## config.mk

```make
export PLATFORM = sky130hd
export DESIGN_NAME = adc_buf_ctrl
export DESIGN_NICKNAME = d
export VERILOG_FILES = /design/src/rtl/adc_buf_pkg.sv /design/src/rtl/cmd_strobe.sv /design/src/rtl/irq_pend.sv /design/src/rtl/sample_fifo.sv /design/src/rtl/adc_buf_ctrl.sv
export SDC_FILE = /design/constraint.sdc
export NUM_CORES = 1
export LEC_CHECK = 0
export BUFFER_PORTS_ARGS = -buffer_cell sky130_fd_sc_hd__buf_2
export CELL_PAD_IN_SITES_DETAIL_PLACEMENT = 0
export CELL_PAD_IN_SITES_GLOBAL_PLACEMENT = 1
export CORE_ASPECT_RATIO = 0.5
export CORE_MARGIN = 2
export CORE_UTILIZATION = 30
export DETAILED_ROUTE_END_ITERATION = 6
export PLACE_DENSITY_LB_ADDON = 0.05
export SLEW_MARGIN = 30
export SYNTH_ARGS = -nofsm -noshare
export SYNTH_HDL_FRONTEND = slang
export SYNTH_HIERARCHICAL = 1
export SYNTH_SLANG_ARGS = --single-unit
```

## constraint.sdc

```tcl
create_clock -name clk_i -period 3.5 [get_ports clk_i]
set_clock_uncertainty 0.1 [all_clocks]
set_input_delay 1.05 -clock clk_i [delete_from_list [all_inputs] [get_ports clk_i]]
set_output_delay 1.05 -clock clk_i [all_outputs]
set_load 0.05 [all_outputs]
```

## src/rtl/adc_buf_pkg.sv

```systemverilog
package adc_buf_pkg;
  localparam int ADDR_W = 4;

  localparam logic [ADDR_W-1:0] A_SAMP_LO = 4'h0;
  localparam logic [ADDR_W-1:0] A_SAMP_HI = 4'h1;
  localparam logic [ADDR_W-1:0] A_THRESH  = 4'h2;
  localparam logic [ADDR_W-1:0] A_STATUS  = 4'hE;
  localparam logic [ADDR_W-1:0] A_CMD     = 4'hF;

  localparam int C_START  = 0;
  localparam int C_CLR_AD = 2;
  localparam int C_CLR_IO = 3;
  localparam int C_CLR_TM = 4;
  localparam int C_DA_ZERO = 5;
  localparam int C_FLUSH  = 6;

  localparam int N_IRQ = 3;
  localparam int I_AD = 0;
  localparam int I_IO = 1;
  localparam int I_TM = 2;
endpackage

```

## src/rtl/cmd_strobe.sv

```systemverilog
module cmd_strobe (
  input  logic       clk_i,
  input  logic       rst_n_i,
  input  logic       wr_en_i,
  input  logic [7:0] wdata_i,
  output logic [7:0] cmd_o
);
  logic single_bit;

  always_comb begin
    single_bit = $onehot(wdata_i);
    cmd_o      = (wr_en_i && single_bit) ? wdata_i : 8'h00;
  end

  AST_CMD_ONEHOT: assert property (@(posedge clk_i) disable iff (!rst_n_i)
    $onehot0(cmd_o));
  AST_MULTI_DROPPED: assert property (@(posedge clk_i) disable iff (!rst_n_i)
    ($countones(wdata_i) > 1) |-> (cmd_o == 8'h00));
endmodule

```

## src/rtl/irq_pend.sv

```systemverilog
module irq_pend #(
  parameter int N = 3
) (
  input  logic         clk_i,
  input  logic         rst_n_i,
  input  logic [N-1:0] req_i,
  input  logic [N-1:0] clr_i,
  output logic [N-1:0] pend_o
);
  for (genvar g = 0; g < N; g++) begin : g_src
    logic pend_q, pend_d;

    always_comb begin
      pend_d = pend_q;
      if (clr_i[g]) pend_d = 1'b0;
      if (req_i[g]) pend_d = 1'b1;
    end

    always_ff @(posedge clk_i or negedge rst_n_i) begin
      if (!rst_n_i) pend_q <= 1'b0;
      else          pend_q <= pend_d;
    end

    assign pend_o[g] = pend_q;

    AST_REQ_WINS: assert property (@(posedge clk_i) disable iff (!rst_n_i)
      req_i[g] |=> pend_o[g]);
    AST_PEND_HOLD: assert property (@(posedge clk_i) disable iff (!rst_n_i)
      (pend_o[g] && !clr_i[g]) |=> pend_o[g]);
  end
endmodule

```

## src/rtl/sample_fifo.sv

```systemverilog
module sample_fifo #(
  parameter int W     = 12,
  parameter int DEPTH = 8
) (
  input  logic                     clk_i,
  input  logic                     rst_n_i,
  input  logic                     flush_i,
  input  logic                     push_i,
  input  logic [W-1:0]             data_i,
  input  logic                     pop_i,
  input  logic [$clog2(DEPTH)-1:0] thr_i,
  output logic [W-1:0]             head_o,
  output logic                     empty_o,
  output logic                     full_o,
  output logic                     thr_o,
  output logic                     ovf_o
);
  localparam int IDX_W = $clog2(DEPTH);
  localparam int CNT_W = IDX_W + 1;
  localparam logic [CNT_W-1:0] CNT_FULL = CNT_W'(DEPTH);

  logic [W-1:0]     mem [DEPTH];
  logic [IDX_W-1:0] wp_q, wp_d, rp_q, rp_d;
  logic [CNT_W-1:0] cnt_q, cnt_d;
  logic             ovf_q, ovf_d;
  logic             do_push, do_pop;

  always_comb begin
    empty_o = (cnt_q == '0);
    full_o  = (cnt_q == CNT_FULL);
    thr_o   = (cnt_q >= {1'b0, thr_i});
    ovf_o   = ovf_q;
    head_o  = mem[rp_q];
    do_push = push_i && !full_o && !flush_i;
    do_pop  = pop_i && !empty_o && !flush_i;
    wp_d  = wp_q;
    rp_d  = rp_q;
    cnt_d = cnt_q;
    ovf_d = ovf_q;
    if (flush_i) begin
      wp_d  = '0;
      rp_d  = '0;
      cnt_d = '0;
      ovf_d = 1'b0;
    end else begin
      if (do_push) wp_d = wp_q + 1'b1;
      if (do_pop)  rp_d = rp_q + 1'b1;
      if (do_push && !do_pop) cnt_d = cnt_q + 1'b1;
      if (do_pop && !do_push) cnt_d = cnt_q - 1'b1;
      if (push_i && full_o) ovf_d = 1'b1;
    end
  end

  always_ff @(posedge clk_i or negedge rst_n_i) begin
    if (!rst_n_i) begin
      wp_q  <= '0;
      rp_q  <= '0;
      cnt_q <= '0;
      ovf_q <= 1'b0;
    end else begin
      wp_q  <= wp_d;
      rp_q  <= rp_d;
      cnt_q <= cnt_d;
      ovf_q <= ovf_d;
    end
  end

  always_ff @(posedge clk_i) begin
    if (do_push) mem[wp_q] <= data_i;
  end

  AST_FLUSH_EMPTIES: assert property (@(posedge clk_i) disable iff (!rst_n_i)
    flush_i |=> (empty_o && !ovf_o && !full_o));
  AST_OVF_STICKY: assert property (@(posedge clk_i) disable iff (!rst_n_i)
    (ovf_o && !flush_i) |=> ovf_o);
  AST_FULL_SETS_OVF: assert property (@(posedge clk_i) disable iff (!rst_n_i)
    (push_i && full_o && !flush_i) |=> ovf_o);
  AST_FULL_KEEPS_DATA: assert property (@(posedge clk_i) disable iff (!rst_n_i)
    (push_i && full_o && !pop_i && !flush_i) |=> (full_o && $stable(head_o)));
  AST_FLAGS_EXCL: assert property (@(posedge clk_i) disable iff (!rst_n_i)
    !(empty_o && full_o));
endmodule

```

## src/rtl/adc_buf_ctrl.sv

```systemverilog
module adc_buf_ctrl
  import adc_buf_pkg::*;
#(
  parameter int SAMPLE_W = 12,
  parameter int DEPTH    = 8,
  parameter int THR_INIT = 4
) (
  input  logic                clk_i,
  input  logic                rst_n_i,
  input  logic                bus_wr_i,
  input  logic                bus_rd_i,
  input  logic [ADDR_W-1:0]   bus_addr_i,
  input  logic [7:0]          bus_wdata_i,
  output logic [7:0]          bus_rdata_o,
  input  logic                tmr_req_i,
  input  logic                dio_req_i,
  output logic                adc_start_o,
  output logic                adc_busy_o,
  input  logic                adc_done_i,
  input  logic [SAMPLE_W-1:0] adc_data_i,
  output logic                dac_zero_o
);
  localparam int IDX_W = $clog2(DEPTH);

  logic rst_meta, rst_n;
  always_ff @(posedge clk_i or negedge rst_n_i) begin
    if (!rst_n_i) begin
      rst_meta <= 1'b0;
      rst_n    <= 1'b0;
    end else begin
      rst_meta <= 1'b1;
      rst_n    <= rst_meta;
    end
  end

  logic [7:0]          cmd;
  logic [IDX_W-1:0]    thr_q, thr_d;
  logic                busy_q, busy_d, start_q, start_d, dac_q, dac_d;
  logic [N_IRQ-1:0]    irq_req, irq_clr, irq_pend;
  logic [SAMPLE_W-1:0] head;
  logic [15:0]         head_ext;
  logic                f_empty, f_full, f_thr, f_ovf, pop;

  cmd_strobe u_cmd (
    .clk_i(clk_i), .rst_n_i(rst_n),
    .wr_en_i(bus_wr_i && (bus_addr_i == A_CMD)),
    .wdata_i(bus_wdata_i), .cmd_o(cmd)
  );

  always_comb begin
    irq_req = '0;
    irq_clr = '0;
    irq_req[I_AD] = adc_done_i;
    irq_req[I_IO] = dio_req_i;
    irq_req[I_TM] = tmr_req_i;
    irq_clr[I_AD] = cmd[C_CLR_AD];
    irq_clr[I_IO] = cmd[C_CLR_IO];
    irq_clr[I_TM] = cmd[C_CLR_TM];
  end

  irq_pend #(.N(N_IRQ)) u_irq (
    .clk_i(clk_i), .rst_n_i(rst_n),
    .req_i(irq_req), .clr_i(irq_clr), .pend_o(irq_pend)
  );

  assign pop = bus_rd_i && (bus_addr_i == A_SAMP_HI);

  sample_fifo #(.W(SAMPLE_W), .DEPTH(DEPTH)) u_fifo (
    .clk_i(clk_i), .rst_n_i(rst_n),
    .flush_i(cmd[C_FLUSH]), .push_i(adc_done_i), .data_i(adc_data_i),
    .pop_i(pop), .thr_i(thr_q), .head_o(head),
    .empty_o(f_empty), .full_o(f_full), .thr_o(f_thr), .ovf_o(f_ovf)
  );

  always_comb begin
    thr_d   = thr_q;
    if (bus_wr_i && (bus_addr_i == A_THRESH)) thr_d = bus_wdata_i[IDX_W-1:0];
    start_d = cmd[C_START] && !busy_q;
    busy_d  = busy_q;
    if (adc_done_i) busy_d = 1'b0;
    if (start_d)    busy_d = 1'b1;
    dac_d   = cmd[C_DA_ZERO];
  end

  always_ff @(posedge clk_i or negedge rst_n) begin
    if (!rst_n) begin
      thr_q   <= IDX_W'(THR_INIT);
      busy_q  <= 1'b0;
      start_q <= 1'b0;
      dac_q   <= 1'b0;
    end else begin
      thr_q   <= thr_d;
      busy_q  <= busy_d;
      start_q <= start_d;
      dac_q   <= dac_d;
    end
  end

  assign adc_start_o = start_q;
  assign adc_busy_o  = busy_q;
  assign dac_zero_o  = dac_q;
  assign head_ext    = 16'(head);

  always_comb begin
    bus_rdata_o = 8'h00;
    unique case (bus_addr_i)
      A_SAMP_LO: bus_rdata_o = f_empty ? 8'h00 : head_ext[7:0];
      A_SAMP_HI: bus_rdata_o = f_empty ? 8'h00 : head_ext[15:8];
      A_THRESH:  bus_rdata_o = 8'(thr_q);
      A_STATUS:  bus_rdata_o = {1'b0, irq_pend[I_TM], irq_pend[I_IO], irq_pend[I_AD],
                                f_ovf, f_full, f_thr, f_empty};
      default:   bus_rdata_o = 8'h00;
    endcase
  end

  AST_START_BUSY: assert property (@(posedge clk_i) disable iff (!rst_n)
    adc_start_o |-> adc_busy_o);
  AST_START_ONE_CYCLE: assert property (@(posedge clk_i) disable iff (!rst_n)
    adc_start_o |=> !adc_start_o);
  AST_BUSY_HOLD: assert property (@(posedge clk_i) disable iff (!rst_n)
    (adc_busy_o && !adc_done_i) |=> adc_busy_o);
  AST_DAC_PULSE: assert property (@(posedge clk_i) disable iff (!rst_n)
    dac_zero_o |=> !dac_zero_o);
endmodule

```

==> summary.md, run 1 <==
| Metric | Value |
|---|---|
| Diodes inserted | 0 |
| Final Critical Period | 4.01 ns |
| Post-DR vias/cell | 4.70 |
| DRC | 0 |
| Critical Path Max Stage Delay | 0.51 ns |
| CTS Buffer Depth | 2 |
| Die W | 191 um |
| Final period util | 115% |
| Worst VDD drop | 0.375 mV |
| Placement Cell Area | 0.00612 mm^2 |
| Num rows | 34 |
| Failing checks | setup timing |
| Critical path peak fanout | 3 |
| DIE AREA | 0.0187 mm^2 |
| Final WS setup | -0.514 ns |
| Vias | 3055 |
| Relative slew slack | 58.8% |
| Core area | 0.0173 mm^2 |
| Power density cells | 778 mW/mm^2 |
| Setup-failing EPs final | 102 |
| CTS buffer count | 17 |
| GRT Total Usage | 15.0% |
| Clock tree sinks | 118 |
| Area of the mapped netlist | 0.00527 mm^2 |
| Critical Path AT | 4.21 ns |
| Clk pin slew, worst setup/hold paths | 0.06 ns |
| Total power | 5.58 mW |
| Die height | 97.7 um |
| Crit-path leading delay family | adder cells |
| Slew at the pin closest to its max-slew limit | 0.619 ns |
| Worst-skew pair later-pin latency | 0.41 ns |
| Syn nets | 357 |
| Req. time, crit path | 3.69 ns |
| First-pass GRT wire length | 20200 um |
| Residual overflow from global routing | 0 |
| Drt total wl | 12800 um |
| Max-cap violations | 0 |
| Run status | complete, but fails checks |
| Max stage delay cell, worst path | fa_1 |
| Fillers | 1625 |
| CTS Hold Bufs | 0 |
| Grt peak-use layer | met2 |
| I/O pin cnt | 42 |
| Hpwl dp | 7840 um |
| First DRT Iteration DRCs | 181 |
| CTS H-tree depth | 4 |
| Crit Path Class | in -> reg |
| RSZ-0062 raised after global routing | yes |
| Grt met3 use | 4.19% |
| Pins Over Slew Limit | 0 |
| Ys Warns | 6 |
| Drt pass-1 iters | 4 |
| DRT antenna net count | 0 |
| Input/output buffers | 41 |
| Met2 usage | 23.6% |
| Cell area after layout | 0.00717 mm^2 |
| Root Buffer | clkbuf_16 |
| Highest clock rate | 0.249 GHz |
| Critical-path cell list | buf_6 > fa_1 > ha_4 > ha_4 > inv_2 > fa_2 > nor3b_2 > a21oi_2 > nor3b_4 > nor2b_2 > ha_1 > a21o_1 > a21oi_2 > nor3b_1 > or3b_1 |
| CP Buf/Inv Count | 2 |
| Placer Congestion | 0.732 |
| CP endpoint kind | flop |
| Vias in the first global route | 3452 |
| Worst hold path type | reg -> async |
| Pre-CTS setup slack | -1.06 ns |
| Largest net degree at the start of global routing | 27 |
| Area growth syn-to-layout | 36.1% |
| Hold slack | 0.136 ns |
| CP startpoint kind | input port |
| Met1 usage | 20.2% |
| Final Hold Viols | 0 |
| Setup TNS | -34.02 ns |
| Post-Synthesis Cells | 311 |
| Share of cells above drive strength 1 | 50.0% |
| Starting Density | 30.5% |
| Final net count | 449 |
| Initial antenna violation count | 0 |
| CTS tree | done |
| Pleak | 2.61 nW |
| Routed WL per cell | 19.7 um |
| Synthesized area per cell | 16.9 um^2 |
-- area by class of cell --
type	count	area, um^2	share of cell area, %
clock buffer	18	429	5.99
tap	234	293	4.08
timing repair buffer	89	857	12.0
clock inverter	14	165	2.30
sequential	118	3440	47.9
multi-input combinational	162	1930	26.9
inverter	15	56.3	0.785
-- state kept, by name, summed over array words and instances (netlist names) --
name	flops
u_fifo/mem	96
rst_n	1
adc_start_o	1
dac_zero_o	1
adc_busy_o	1
u_irq/g_src.pend_q	3
rst_meta	1
thr_q	3
u_fifo/cnt_q	4
u_fifo/ovf_o	1
u_fifo/wp_q	3
u_fifo/rp_q	3
-- final timing paths --
check,from,end,slack [ns],depth (start not counted)
worst max-delay path,bus_wdata_i[0],u_fifo/cnt_q[3],-0.51,15
worst min-delay path,rst_n,u_fifo/ovf_o,0.14,0
worst max register to register,u_fifo/cnt_q[1],u_fifo/cnt_q[3],0.68,8
worst min register to register,rst_n,u_fifo/ovf_o,0.14,0
max in group asynchronous,rst_n,u_fifo/rp_q[0],2.78,0
min in group clk_i,rst_meta,rst_n,0.25,0
-- repair_timing --
item	in CTS	in global routing
buffers inserted	16	4
hold endpoints to repair	0	0
pin swaps	23	15
endpoints found under the setup margin	107	112
gates cloned	6	0
gates resized for setup	56	17
-- per-stage QoR --
stage,util (%),cells
finish,41.5,650
global route,41.5,650
CTS,41.8,653
detailed placement,35.4,599
global placement,35.4,599
floorplan,-,311
-- where the power goes --
| group | internal [mW] | switching, mW |
|---|---|---|
| logic | 0.999 | 0.860 |
| registers | 1.77 | 0.195 |
| clock network | 1.07 | 0.684 |
| total | 3.84 | 1.74 |
-- per-layer routing --
layer / up-vias / share of wire (%)
met5: - / 0
met4: 0 / 0.87
met3: 8 / 3.5
met2: 51 / 46
met1: 1603 / 49
li1: 1393 / -
-- worst reg2reg max path: cells and delay by family (launching register included) --
| kind | cells | cell delay (ns) |
|---|---|---|
| fa+ha+maj | 1 | 0.24 |
| compound gates | 3 | 0.54 |
| flops | 1 | 0.54 |
| simple gates | 4 | 1.27 |
-- placed cells by master (no fill, tap or decap), drive strengths merged, types with 3 or more instances in the layout --
master     n
nor2      22
xor2       3
nor2b      3
mux2      17
a21oi      6
a211oi     3
a21o       5
xnor2      3
nor3b      6
a22o       3
mux4      24
dfrtp     21
nand2      7
ha        10
mux2i      6
clkbuf    19
nand3      5
a22oi      3
nor3       5
fa         5
clkinvlp   4
nand2b     5
edfxtp    96
inv       23
nor4       3
buf       88
No activity file was read; power rests on OpenSTA's default activity.
==> inputs of run 2 (changes only) <==
- CORE_ASPECT_RATIO: 0.5 -> 0.75
==> run 2 against run 1 <==
- the run still ends with setup timing left
- critical path depth unchanged
- highest routed layer unchanged
- die area shrank 0.29%
- hold slack gained 0.0040 ns
- sequential share of layout area barely moved
- sequential power fell by 3%
- sequential cell count did not move
- clock power is 2% higher
- global-route usage decreased by 0.24 points
- combinational power barely moved
- core utilization increased by 0.73 points
- critical path type unchanged
- first-iteration DRC count down 15%
==> summary.md, run 2 (synthesis gave the netlist of run 1 again) <==
| Metric | Value |
|---|---|
| Clk pin slew, worst setup/hold paths | 0.05 ns |
| Req. time, crit path | 3.69 ns |
| RSZ-0062 raised after global routing | yes |
| R2R depth | 9 |
| Die height | 119 um |
| Multi-input gate area | 0.00191 mm^2 |
| Final WS setup | -0.687 ns |
| Gate power share | 33.5% |
| Switching Fraction | 29.4% |
| First DRT Iteration DRCs | 153 |
| Largest net degree at the start of global routing | 27 |
| CTS tree | done |
| DIE AREA | 0.0186 mm^2 |
| Reg2reg end | u_fifo/cnt_q[3] |
| Clock tree sinks | 118 |
| Max stage delay cell, worst path | fa_1 |
| Critical Path Max Stage Delay | 0.47 ns |
| Critical Path AT | 4.37 ns |
| Register area | 0.00344 mm^2 |
| Top Registers | u_fifo/mem (96), u_fifo/cnt_q (4) |
| CTS Hold Bufs | 0 |
| Reg2reg start | u_fifo/cnt_q[1] |
| Vias | 2981 |
| Drt total wl | 12600 um |
| Commonest non-fill, non-tap cell in the layout | edfxtp_1 |
| Power density cells | 773 mW/mm^2 |
| CTS Buffer Depth | 2 |
| Register-to-register setup slack | 0.59 ns |
| Largest reg by FF count | u_fifo/mem |
| Initial antenna violation count | 0 |
| Relative slew slack | 61.7% |
| CTS H-tree depth | 4 |
| Final period util | 120% |
| Area growth syn-to-layout | 36.1% |
| Critical path peak fanout | 3 |
| Run status | complete, but fails checks |
| CP startpoint kind | input port |
| Final Hold Viols | 0 |
| Max-cap violations | 0 |
| Root Buffer | clkbuf_16 |
| GRT Total Usage | 14.8% |
| Worst hold path type | reg -> async |
| Max FFs per register | 96 |
| Crit Path Class | in -> reg |
| Routed WL per cell | 19.2 um |
| Hpwl dp | 8270 um |
| Diodes inserted | 0 |
| Placer Congestion | 0.811 |
| Crit-path leading delay family | adder cells |
| Final net count | 452 |
| Worst-skew pair later-pin latency | 0.41 ns |
| Clock group share of total power | 32.3% |
| Drt pass-1 iters | 4 |
| Fillers | 1541 |
| Net Sw Power | 1.63 mW |
| Vias in the first global route | 3286 |
| Num rows | 41 |
| Flop pwr share | 34.2% |
| Starting Density | 31.0% |
| Critical-path cell list | buf_6 > fa_1 > ha_1 > fa_2 > inv_2 > fa_2 > nor3b_2 > a21oi_2 > nor3b_4 > nor2b_2 > ha_1 > a21o_1 > a21oi_2 > nor3b_1 > or3b_1 |
| First-pass GRT wire length | 19500 um |
| DRT antenna net count | 0 |
| I/O pin cnt | 42 |
| Internal | 3.91 mW |
| CTS buffer count | 17 |
| CP Buf/Inv Count | 2 |
| Pre-CTS setup slack | -1.15 ns |
| CP endpoint kind | flop |
| Most frequent cells in the layout | edfxtp_1 (96), buf_2 (33), buf_4 (27), mux4_2 (24), dfrtp_1 (20) |
| Setup TNS | -42.23 ns |
| Die W | 157 um |
| Failing checks | setup timing |
| Highest clock rate | 0.239 GHz |
| Post-DR vias/cell | 4.55 |
| Slew at the pin closest to its max-slew limit | 0.569 ns |
| Worst VDD drop | 0.371 mV |
| Input/output buffers | 41 |
| Pleak | 2.64 nW |
| Pins Over Slew Limit | 0 |
| DRC | 0 |
| Share of cells above drive strength 1 | 49.6% |
| Residual overflow from global routing | 0 |
| Core area | 0.0170 mm^2 |
| Final Critical Period | 4.19 ns |
| Setup-failing EPs final | 101 |
-- run 2: timing repair --
action,4_1_cts,5_1_grt
gates cloned,3,1
endpoints found under the setup margin,110,115
pin swaps,10,3
setup buffers,10,4
gates resized for setup,54,6
-- run 2: power groups by stage --
stage / sequential, mW / combinational [mW] / clock, mW
floorplan: 1.91 / 1.06 / 0
global route: 1.93 / 2.02 / 1.90
detailed placement: 1.92 / 1.62 / 0
global placement: 1.92 / 1.62 / 0
CTS: 1.90 / 1.87 / 1.84
finish: 1.90 / 1.86 / 1.79
-- run 2: worst max path at each step --
stage                         startpoint         endpoint  depth (start not counted)
after CTS                 bus_wdata_i[0]  u_fifo/cnt_q[3]                         15
final                     bus_wdata_i[0]  u_fifo/cnt_q[3]                         15
after global routing      bus_wdata_i[0]  u_fifo/cnt_q[3]                         15
after floorplan           bus_wdata_i[0]  u_fifo/cnt_q[3]                         13
after global placement    bus_wdata_i[0]  u_fifo/cnt_q[3]                         14
after detailed placement  bus_wdata_i[0]  u_fifo/cnt_q[3]                         15
-- run 2: worst reg2reg max path, delay by kind of cell, from the launching register on --
kind / cells / cell delay (ns)
AO/OA/AOI/OAI: 3 / 0.57
adder cells (fa/ha/maj): 1 / 0.24
AND/OR/NAND/NOR: 4 / 1.24
buffers and inverters: 1 / 0.19
flip-flops: 1 / 0.44
-- run 2: area by class of cell --
class	count	share of cell area, %
flip-flops and latches	118	47.9
repair buffers	92	12.1
well taps	236	4.12
clock buffers	17	5.93
multi-input cells	162	26.6
inverters	15	0.785
clock inverters	15	2.60
-- run 2: metal layers --
layer,vias to the layer above,global-route usage [%],routed length (um),share of wire [%]
li1,1407,-,-,-
met1,1524,21.4,6350,50
met2,43,21.6,5780,46
met3,7,3.89,375,3.0
met4,0,4.93,93,0.74
met5,-,0,0,0
-- run 2: through the flow --
stage | total power [mW] | std cells | util (%) | instance area (um^2) | hold slack (ns)
floorplan | 2.97 | 311 | - | 5380 | 0.153
global placement | 3.54 | 611 | 36.4 | 6190 | 0.241
detailed placement | 3.54 | 611 | 36.4 | 6190 | 0.241
CTS | 5.61 | 653 | 42.0 | 7140 | 0.255
global route | 5.84 | 655 | 42.2 | 7170 | 0.193
finish | 5.55 | 655 | 42.2 | 7170 | 0.140
==> inputs of run 3 (changes only) <==
- CORE_ASPECT_RATIO: 0.75 -> not set
- SYNTH_HIERARCHICAL: 1 -> not set
==> run 3 against run 2 <==
- the run still ends with setup timing left
- clock-buffer cell count is 5 higher
- via count is 4.8% higher
- maximum frequency increased by 3.1%
- cell area shrank 1.1%
- core utilization decreased by 0.79 points
- synthesized cell count fell by 1.3%
- first-iteration DRC count down 0.65%
- sequential share of layout area grew 0.54 points
- synthesized area is 1.2% lower
- routed wire length grew 0.35%
- power fell by 11%
- critical path type unchanged
==> summary.md, run 3 <==
| Metric | Value |
|---|---|
| DRC | 0 |
| Post-DR vias/cell | 4.79 |
| Vias | 3125 |
| Most numerous cell in the Yosys netlist | edfxtp_1 |
| CP endpoint kind | flop |
| Crit Path Class | in -> reg |
| Post-synth top cells | edfxtp_1 (96), dfrtp_1 (21), mux4_2 (21) |
| Die height | 136 um |
| Ranking of synthesized cells by area | edfxtp_1 (55%), dfrtp_1 (10%), mux4_2 (9.1%), ha_1 (3.1%), mux2i_1 (1.7%) |
| CP startpoint kind | input port |
| DIE AREA | 0.0184 mm^2 |
| Placed Cells | 608 |
| Final WS setup | -0.561 ns |
| Worst VDD drop | 0.373 mV |
| CTS Hold Bufs | 0 |
| Setup-failing EPs final | 114 |
| Max-cap violations | 0 |
| Slew at the pin closest to its max-slew limit | 0.518 ns |
| Run status | complete, but fails checks |
| Worst-skew pair later-pin latency | 0.41 ns |
| Pleak | 2.57 nW |
| Final period util | 116% |
| Highest clock rate | 0.246 GHz |
| Clock tree sinks | 118 |
| Yosys top cell by area | edfxtp_1 |
| Final Critical Period | 4.06 ns |
| GRT Total Usage | 14.8% |
| Failing checks | setup timing |
| DRT antenna net count | 0 |
| Routed WL per cell | 19.4 um |
| FFs w/ async S/R, synth | 18.6% |
| First-pass GRT wire length | 19400 um |
| Residual overflow from global routing | 0 |
| Top Registers | u_fifo.mem (96), u_fifo.cnt_q (4) |
| Post-synth EDFFs | 96 |
| Most frequent cells in the layout | edfxtp_1 (96), buf_4 (38), buf_2 (29), mux4_2 (24), buf_6 (21) |
| Drt pass-1 iters | 4 |
| Commonest non-fill, non-tap cell in the layout | edfxtp_1 |
| Final Hold Viols | 0 |
| Vias in the first global route | 3262 |
| Post-synth top area share | 55.4% |
| CTS H-tree depth | 4 |
| Share of cells above drive strength 1 | 47.3% |
| Largest net degree at the start of global routing | 21 |
| Input/output buffers | 41 |
| Synthesized area per cell | 17.0 um^2 |
| I/O pin cnt | 42 |
| Largest reg by FF count | u_fifo.mem |
| CTS Buffer Depth | 2 |
| Area of the mapped netlist | 0.00520 mm^2 |
| Final net count | 465 |
| RSZ-0062 raised after global routing | yes |
| Diodes inserted | 0 |
| Starting Density | 30.4% |
| Total power | 4.96 mW |
| Req. time, crit path | 3.51 ns |
| Hpwl dp | 8680 um |
| Post-synth cell types | 52 |
| Clk pin slew, worst setup/hold paths | 0.05 ns |
| Initial antenna violation count | 0 |
| Placer Congestion | 0.715 |
| Ys Warns | 0 |
| Register bit total from synthesis | 118 |
| Drt total wl | 12600 um |
| CTS tree | done |
| Main flop type after synthesis | edfxtp_1 |
| Syn nets | 355 |
| Fillers | 1580 |
| Core area | 0.0171 mm^2 |
| Relative slew slack | 65.4% |
| Die W | 136 um |
| Power density cells | 699 mW/mm^2 |
| Area growth syn-to-layout | 36.3% |
| Num rows | 48 |
| Critical Path AT | 4.07 ns |
| Pins Over Slew Limit | 0 |
| Post-Synthesis Cells | 307 |
| Max FFs per register | 96 |
| Critical path peak fanout | 12 |
| Finished Layout Cells | 652 |
| Register area share after synthesis | 66.0% |
| Root Buffer | clkbuf_16 |
| CTS buffer count | 17 |
| Worst hold path type | reg -> async |
| First DRT Iteration DRCs | 152 |
-- run 3: changes by cell type in the layout (fill, tap and decap cells not counted), sizes merged, moves of 4 or more --
cell / change
buf: +12
nand2: +9
mux2: -9
nor2: -6
nor3b: -5
nand3: -4
clkbuf: +4
a21oi: -4
nor4b: +4
or3: +5
o21ai: +4
bufinv: -4
-- run 3: worst max-delay path, stage by stage --
cell	delay, ns
buf_8	0.10
ha_4	0.15
fa_1	0.53
inv_1	0.05
fa_1	0.48
inv_1	0.05
ha_2	0.17
fa_1	0.52
nor4b_2	0.06
and4_1	0.17
or3_4	0.41
nor3_4	0.17
buf_12	0.17
-- run 3: cells by family after synthesis --
family	count (synthesis)	synth area share (%)
flip-flops	118	66.0
AND/OR/NAND/NOR	69	7.53
multiplexers	41	14.1
AO/OA/AOI/OAI	31	4.47
buffers and inverters	24	2.19
adder cells (fa/ha/maj)	17	4.66
XOR/XNOR	6	1.01
other	1	0.0721
-- run 3: timing repair --
item / in CTS / in global routing
resized for setup: 52 / 18
pin swaps: 12 / 8
setup buffers: 12 / 7
hold endpoints to repair: 0 / 0
setup endpoints to repair: 121 / 120
-- run 3: cell type report --
class | instances | area (um^2) | share of cell area [%]
clock buffers | 22 | 444 | 6.26
repair buffers | 102 | 932 | 13.1
flip-flops and latches | 118 | 3440 | 48.5
well taps | 225 | 282 | 3.97
multi-input cells | 165 | 1910 | 27.0
inverters | 13 | 48.8 | 0.688
clock inverters | 7 | 35.0 | 0.494
-- run 3: stage by stage --
stage,hold slack [ns],TNS (ns),worst slack [ns],utilization (%),area [um^2]
global placement,0.234,-113.60,-1.13,36.6,6260
finish,0.145,-54.25,-0.561,41.4,7090
global route,0.195,-69.66,-0.677,41.4,7090
floorplan,0.153,-79.21,-1.07,-,5400
CTS,0.175,-56.60,-0.613,40.9,7000
detailed placement,0.171,-113.09,-1.15,36.6,6270
-- run 3: where the power goes --
group | switching (mW) | internal, mW
combinational | 0.784 | 0.847
sequential | 0.136 | 1.75
clock | 0.558 | 0.877
total | 1.48 | 3.48
-- run 3: final timing paths --
| check | start | endpoint | slack (ns) | cells past startpoint |
|---|---|---|---|---|
| max in group asynchronous | rst_n | u_fifo.rp_q[1] | 2.78 | 0 |
| worst min register to register | rst_n | u_fifo.wp_q[2] | 0.14 | 0 |
| worst max-delay path | bus_wdata_i[3] | u_fifo.mem[0][0] | -0.56 | 13 |
| worst min-delay path | rst_n | u_fifo.wp_q[2] | 0.14 | 0 |
| worst max register to register | u_fifo.cnt_q[0] | u_fifo.cnt_q[3] | 0.81 | 11 |
| min in group clk_i | rst_meta | rst_n | 0.25 | 0 |
-- run 3: routing by layer --
layer / vias to the layer above / share of wire [%] / global-route usage [%]
met3: 12 / 4.7 / 3.74
li1: 1431 / - / -
met1: 1613 / 45 / 19.7
met2: 69 / 49 / 23.4
met5: - / 0 / 0
met4: 0 / 1.7 / 5.50
